[src/rtl/wp_mem_pkg.sv]
package wp_mem_pkg;

    localparam int AW     = 8;
    localparam int DW     = 8;
    localparam int DEPTH  = 1 << AW;
    localparam int LOCK_W = 3;
    localparam int WIPB_POS = 100;
    localparam int WIPB_W = $clog2(WIPB_POS);

    localparam logic [AW-1:0] LOW_TOP   = 8'h7F;
    localparam logic [AW-1:0] USER_TOP  = 8'hF7;
    localparam logic [AW-1:0] WIPA_ADDR = 8'hF8;
    localparam logic [AW-1:0] WIPB_ADDR = 8'hF9;
    localparam logic [AW-1:0] LOCK_ADDR = 8'hFA;

    // lock bit positions
    localparam int LK_LOW  = 0;
    localparam int LK_HIGH = 1;
    localparam int LK_TOP  = 2;

    typedef enum logic [2:0] {
        RG_LOW,
        RG_HIGH,
        RG_WIPER,
        RG_LOCK,
        RG_RSVD
    } region_e;

    typedef struct packed {
        logic          vld;
        logic [AW-1:0] addr;
        logic [DW-1:0] data;
    } wr_req_t;

    typedef struct packed {
        logic ok;
        logic rej;
    } wr_verdict_t;

    function automatic logic [WIPB_W-1:0] clamp_wipb(input logic [DW-1:0] v);
        logic [DW-2:0] low;
        low = v[DW-2:0];
        if (int'(low) > WIPB_POS - 1)
            return WIPB_W'(WIPB_POS - 1);
        return low[WIPB_W-1:0];
    endfunction

endpackage

[src/rtl/wp_region_decode.sv]
module wp_region_decode
    import wp_mem_pkg::*;
#(
    parameter int A_W = AW
) (
    input  logic [A_W-1:0] addr,
    output region_e        region
);
    always_comb begin
        if (addr <= LOW_TOP)
            region = RG_LOW;
        else if (addr <= USER_TOP)
            region = RG_HIGH;
        else if (addr == WIPA_ADDR || addr == WIPB_ADDR)
            region = RG_WIPER;
        else if (addr == LOCK_ADDR)
            region = RG_LOCK;
        else
            region = RG_RSVD;
    end
endmodule

[src/rtl/wp_lock_ctrl.sv]
module wp_lock_ctrl
    import wp_mem_pkg::*;
#(
    parameter int L_W = LOCK_W
) (
    input  logic           clk,
    input  logic           rst,
    input  wr_req_t        req,
    input  region_e        region,
    output logic [L_W-1:0] lock_q,
    output logic           accept,
    output wr_verdict_t    verdict
);
    logic permitted;

    always_comb begin
        unique case (region)
            RG_LOW:   permitted = !lock_q[LK_LOW];
            RG_HIGH:  permitted = !lock_q[LK_HIGH];
            RG_WIPER: permitted = !lock_q[LK_TOP];
            RG_LOCK:  permitted = !lock_q[LK_TOP];
            default:  permitted = 1'b0;
        endcase
        accept = req.vld && permitted;
    end

    always_ff @(posedge clk) begin
        if (rst) begin
            lock_q  <= '0;
            verdict <= '0;
        end else begin
            if (accept && region == RG_LOCK)
                lock_q <= req.data[L_W-1:0];
            verdict.ok  <= accept;
            verdict.rej <= req.vld && !accept;
        end
    end
endmodule

[src/rtl/wp_store.sv]
module wp_store
    import wp_mem_pkg::*;
#(
    parameter int A_W = AW,
    parameter int D_W = DW,
    parameter int N   = DEPTH
) (
    input  logic           clk,
    input  logic           rst,
    input  logic           we,
    input  logic [A_W-1:0] addr,
    input  logic [D_W-1:0] wdata,
    output logic [D_W-1:0] rd_byte,
    output logic [D_W-1:0] wipa_byte,
    output logic [D_W-1:0] wipb_byte
);
    logic [D_W-1:0] mem [N];

    for (genvar i = 0; i < N; i++) begin : g_byte
        always_ff @(posedge clk) begin
            if (rst)
                mem[i] <= '0;
            else if (we && addr == A_W'(i))
                mem[i] <= wdata;
        end
    end

    assign rd_byte   = mem[addr];
    assign wipa_byte = mem[WIPA_ADDR];
    assign wipb_byte = mem[WIPB_ADDR];
endmodule

[src/rtl/wp_wiper_map.sv]
module wp_wiper_map
    import wp_mem_pkg::*;
#(
    parameter int D_W  = DW,
    parameter int B_W  = WIPB_W
) (
    input  logic [D_W-1:0] wipa_byte,
    input  logic [D_W-1:0] wipb_byte,
    output logic [D_W-1:0] wiper_a,
    output logic [B_W-1:0] wiper_b
);
    assign wiper_a = wipa_byte;
    assign wiper_b = clamp_wipb(wipb_byte);
endmodule

[src/rtl/wp_regmem.sv]
module wp_regmem
    import wp_mem_pkg::*;
(
    input  logic          clk,
    input  logic          rst,
    input  logic [AW-1:0] addr,
    input  logic [DW-1:0] wdata,
    input  logic          wr_en,
    output logic [DW-1:0] rd_data,
    output logic [DW-1:0] wiper_a,
    output logic [WIPB_W-1:0] wiper_b,
    output logic          wr_ok,
    output logic          wr_rej
);
    wr_req_t        req;
    region_e        region;
    logic [LOCK_W-1:0] lock_q;
    logic           accept;
    wr_verdict_t    verdict;
    logic           store_we;
    logic [DW-1:0]  mem_byte, wipa_byte, wipb_byte, rd_next;

    assign req = '{vld: wr_en, addr: addr, data: wdata};

    wp_region_decode u_dec (
        .addr   (addr),
        .region (region)
    );

    wp_lock_ctrl u_lock (
        .clk     (clk),
        .rst     (rst),
        .req     (req),
        .region  (region),
        .lock_q  (lock_q),
        .accept  (accept),
        .verdict (verdict)
    );

    assign store_we = accept &&
                      (region == RG_LOW || region == RG_HIGH || region == RG_WIPER);

    wp_store u_store (
        .clk       (clk),
        .rst       (rst),
        .we        (store_we),
        .addr      (addr),
        .wdata     (wdata),
        .rd_byte   (mem_byte),
        .wipa_byte (wipa_byte),
        .wipb_byte (wipb_byte)
    );

    wp_wiper_map u_wip (
        .wipa_byte (wipa_byte),
        .wipb_byte (wipb_byte),
        .wiper_a   (wiper_a),
        .wiper_b   (wiper_b)
    );

    always_comb begin
        unique case (region)
            RG_LOCK: rd_next = {{(DW-LOCK_W){1'b0}}, lock_q};
            RG_RSVD: rd_next = '0;
            default: rd_next = mem_byte;
        endcase
    end

    always_ff @(posedge clk) begin
        if (rst) rd_data <= '0;
        else     rd_data <= rd_next;
    end

    assign wr_ok  = verdict.ok;
    assign wr_rej = verdict.rej;
endmodule

[config.mk]
export PLATFORM = sky130hd
export DESIGN_NAME = wp_regmem
export DESIGN_NICKNAME = d
export VERILOG_FILES = /design/src/rtl/wp_mem_pkg.sv /design/src/rtl/wp_region_decode.sv /design/src/rtl/wp_lock_ctrl.sv /design/src/rtl/wp_store.sv /design/src/rtl/wp_wiper_map.sv /design/src/rtl/wp_regmem.sv
export SDC_FILE = /design/constraint.sdc
export NUM_CORES = 2
export LEC_CHECK = 0
export ABC_AREA = 1
export BUFFER_PORTS_ARGS = -buffer_cell sky130_fd_sc_hd__clkbuf_2
export CORE_ASPECT_RATIO = 0.8
export CORE_MARGIN = 3
export CORE_UTILIZATION = 40
export CTS_CLUSTER_DIAMETER = 50
export DETAILED_ROUTE_END_ITERATION = 7
export PLACE_DENSITY = 0.6
export RECOVER_POWER = 50
export SETUP_SLACK_MARGIN = 0.4
export SLEW_MARGIN = 20
export SYNTH_ARGS = -nofsm -noshare
export SYNTH_HDL_FRONTEND = slang
export SYNTH_HIERARCHICAL = 1
export SYNTH_SLANG_ARGS = --single-unit
[constraint.sdc]
create_clock -name clk -period 2.7 [get_ports clk]
set_input_delay 0 -clock clk [delete_from_list [all_inputs] [get_ports clk]]
set_output_delay 0 -clock clk [all_outputs]
set_load 0.05 [all_outputs]
==> flow_summary.yaml <==
global_routing:
  gr-usage-all-layers: 0.2579
  grt_pass1_wl_um: 478100
  grt_start_max_net_pins: 151
  first_global_vias: 74033
  overflow: 0
  antenna_found_initial: 10
route:
  vias_per_cell: 5.424
  drt.antenna.violating_nets: 0
  route.final.wire_length_um: 334300
  detailedRoute.firstIterationViolations: 10076
  post-route-drc-count: 0
  detailroute.via_count: 79267
  drt_pre_antenna_iters: 6
  wl_per_cell_um: 22.88
setup_path:
  register_to_register_path_setup_slack_ps: 100
  reg2regPathDepth: 12
  crit_path_top_delay_cell: "dlygate4sd3_1"
  setup.worst_path.end: "u_lock/lock_q[0]"
  crit_path_cell_trace: "inv_2 > buf_12 > nand2_4 > nand3_4 > buf_4 > buf_4 > buf_4 > buf_4 > nand4_1 > nor2_1 > dlygate4sd3_1 > nor2_1"
  setup.worst_path.start: "u_lock/lock_q[1]"
  worst_path_dominant_cell_family: "buffers and inverters"
  setup.worst_path.start_class: "flop"
  critPathCaptureType: "flop"
  critPathMostFrequentCell: "buf_4"
  worstReg2RegStart: "u_lock/lock_q[1]"
  path_class: "reg2reg"
  required_ps: 3450
  worst-path-max-fanout: 6
  worst-path-stages: 12
  critical_path_arrival_ps: 3350
  cp_num_buf_inv: 7
  critical_path.reg2reg.endpoint: "u_lock/lock_q[0]"
  crit_path_max_incr_delay_ps: 590
die:
  die_w_um: 555.1
  rows: 160
  floorplan.io_pins: 44
  die_h_um: 445.3
  core_um2: 238800
  fp.dieArea_um2: 247200
  start_util: 0.4040
sta:
  fin_crit_sh: 0.9626
  clock.fmax_mhz: 384.8
  post-route-min-period_ps: 2599
  final_slew_violations: 0
  max_slew.worst_pin.slew_ps: 1438
  timing.final.hold_violations: 0
  total_setup_violations_reported_at_the_end_of_the_flow: 0
  worst_slew_margin_rel: 0.03999
  grt_setup_unrepaired: "yes"
  skew_ps: 64.91
clocking:
  cts_tree: "done"
  clk_root_buffer_cell: "clkbuf_16"
  clk_path_buf_depth: 4
  cts_max_level: 4
  clock_insertion_delay_worst_skew_ps: 900
  total_cts_buffers: 227
  cts.sinks: 2061
  clk_transition_reported_paths_ps: 60
power:
  peakVddDrop_v: 0.0004948
  post-layout-total-power_mw: 74.26
  power.density_cell_area_nw_per_um2: 600.1
  power.leakage_nw: 50.08
synthesis:
  yosys.cell_types.count: 30
  synth_top_area_share: 0.6374
  synth_seq_cells: 2061
  mean_instance_size_in_the_synthesized_netlist_um2: 8.949
  synth.largest_area_cell: "edfxtp_1"
  synthesis.instances: 10781
  dominantRegCellSynth: "edfxtp_1"
  ys.warnings.count: 6
  synth_area_leaders: "edfxtp_1, nand2_1, nor2_1"
  synth.net_count: 10800
  mappedNetlistArea_um2: 96480
  edff_count_synth: 2048
  synth.yosys.seq_area_share: 0.6401
  synth_async_sr_flop_share: 0
finish:
  final_layout_size_suffix_gt1_frac: 0.2362
  p_r_area_growth_vs_syn_pct: 28.26
  final_common_cell: "nand2_1"
  design.final.nets: 11288
  final-instance-count-excl-fill: 14615
  layout.cells.most_common_list: "nand2_1, edfxtp_1, nor2_1, nor2_4, nor2_2"
hold_path:
  timing.hold.worst.class: "in2reg"
flow_run:
  max_cap_viol_count: 0
status:
  outcome: "finished, final reports clean"
placed_design:
  post-dp-hpwl_um: 215100
  port_buffer_count: 43
  dp.cells: 14100
  gpl.final_weighted_congestion: 0.9730
## cell usage after synthesis (all sizes together), types with 2 or more instances
cell,instances
clkinv,2
nand3,448
o21ai,416
nor3,2
buf,255
clkbuf,488
nor3b,5
dfxtp,13
nand2,4770
inv,97
a21oi,38
edfxtp,2048
nor2,2196
## worst reg2reg max path, delay by kind of cell, from the launching register on
family,cells,cell delay [ps]
flip-flops,1,320
AND/OR/NAND/NOR,5,970
buffers and inverters,7,1180
## final cells by class
type	instances	area, µm²
fillers	21178	115100
repair buffers	1002	10870
clock buffers	268	5856
inverters	99	505.5
diodes	7	17.52
clock inverters	141	1360
multi-input cells	7878	39420
well taps	3159	3953
flip-flops and latches	2061	61760
## how the worst min path moves through the flow
stage | from | to | slack [ps] | cells past startpoint
floorplan | wdata[0] | u_lock/lock_q[0] | 130 | 2
global placement | wdata[1] | u_lock/lock_q[1] | 440 | 3
detailed placement | wdata[2] | u_lock/lock_q[2] | 440 | 3
CTS | addr[3] | u_lock/lock_q[1] | 40 | 11
global route | wdata[6] | u_store/mem[182][6] | 220 | 4
finish | addr[3] | u_lock/verdict[1] | 210 | 10
## metal layers
metal	global-route usage	up-vias	wire, µm	part of all wire
met3	0.04641	645	36040	0.11
li1	-	35995	-	-
met5	0	-	24	0.000072
met1	0.3679	38626	135700	0.41
met4	0.09659	4	15660	0.047
met2	0.3927	3997	146900	0.44
## report_power, final
part	switching (mW)	total, mW	internal (mW)	leakage [nW]
Sequential	0.311	36.4	36.1	21.3
Combinational	5.18	7.16	1.98	25.3
Clock	13.1	30.7	17.6	3.50
Total	18.6	74.3	55.7	50.1
## flip-flops by register name (all words and copies together), names as in the netlist
name and flops:
u_store/mem 2048, u_lock/lock_q 3, rd_data 8, u_lock/verdict 2
## kinds of logic (layout without fill, tap and decap cells)
logic type,after synthesis,in the layout,synth area share
and+or+nand+nor,7424,7424,0.3001
other,0,7,0
DFF,2061,2061,0.6401
AOI/OAI and AO/OA,454,454,0.02367
buffers and inverters,842,1510,0.03612
## stage by stage
step | instance area (µm²) | setup TNS (ps) | worst slack (ps) | util | hold slack, ps
global placement | 106700 | -220560 | -284.4 | 0.4466 | 436.3
global route | 123700 | 0 | 29.85 | 0.5181 | 221.1
detailed placement | 106700 | -50850 | -207.6 | 0.4466 | 443.7
CTS | 114900 | 0 | 240.4 | 0.4811 | 35.26
finish | 123700 | 0 | 100.9 | 0.5181 | 206.7
floorplan | 96880 | 0 | 111.3 | - | 134.9
## repair_timing
item / in CTS / in global routing
buffers inserted: 19 / 58
hold buffers: 13 / 0
pin swaps: 22 / 67
resized for setup: 204 / 2985
gates cloned: 1 / 8
hold endpoints to repair: 981 / 0
endpoints found under the setup margin: 4063 / 3939
(Power assumes the default switching activity.)
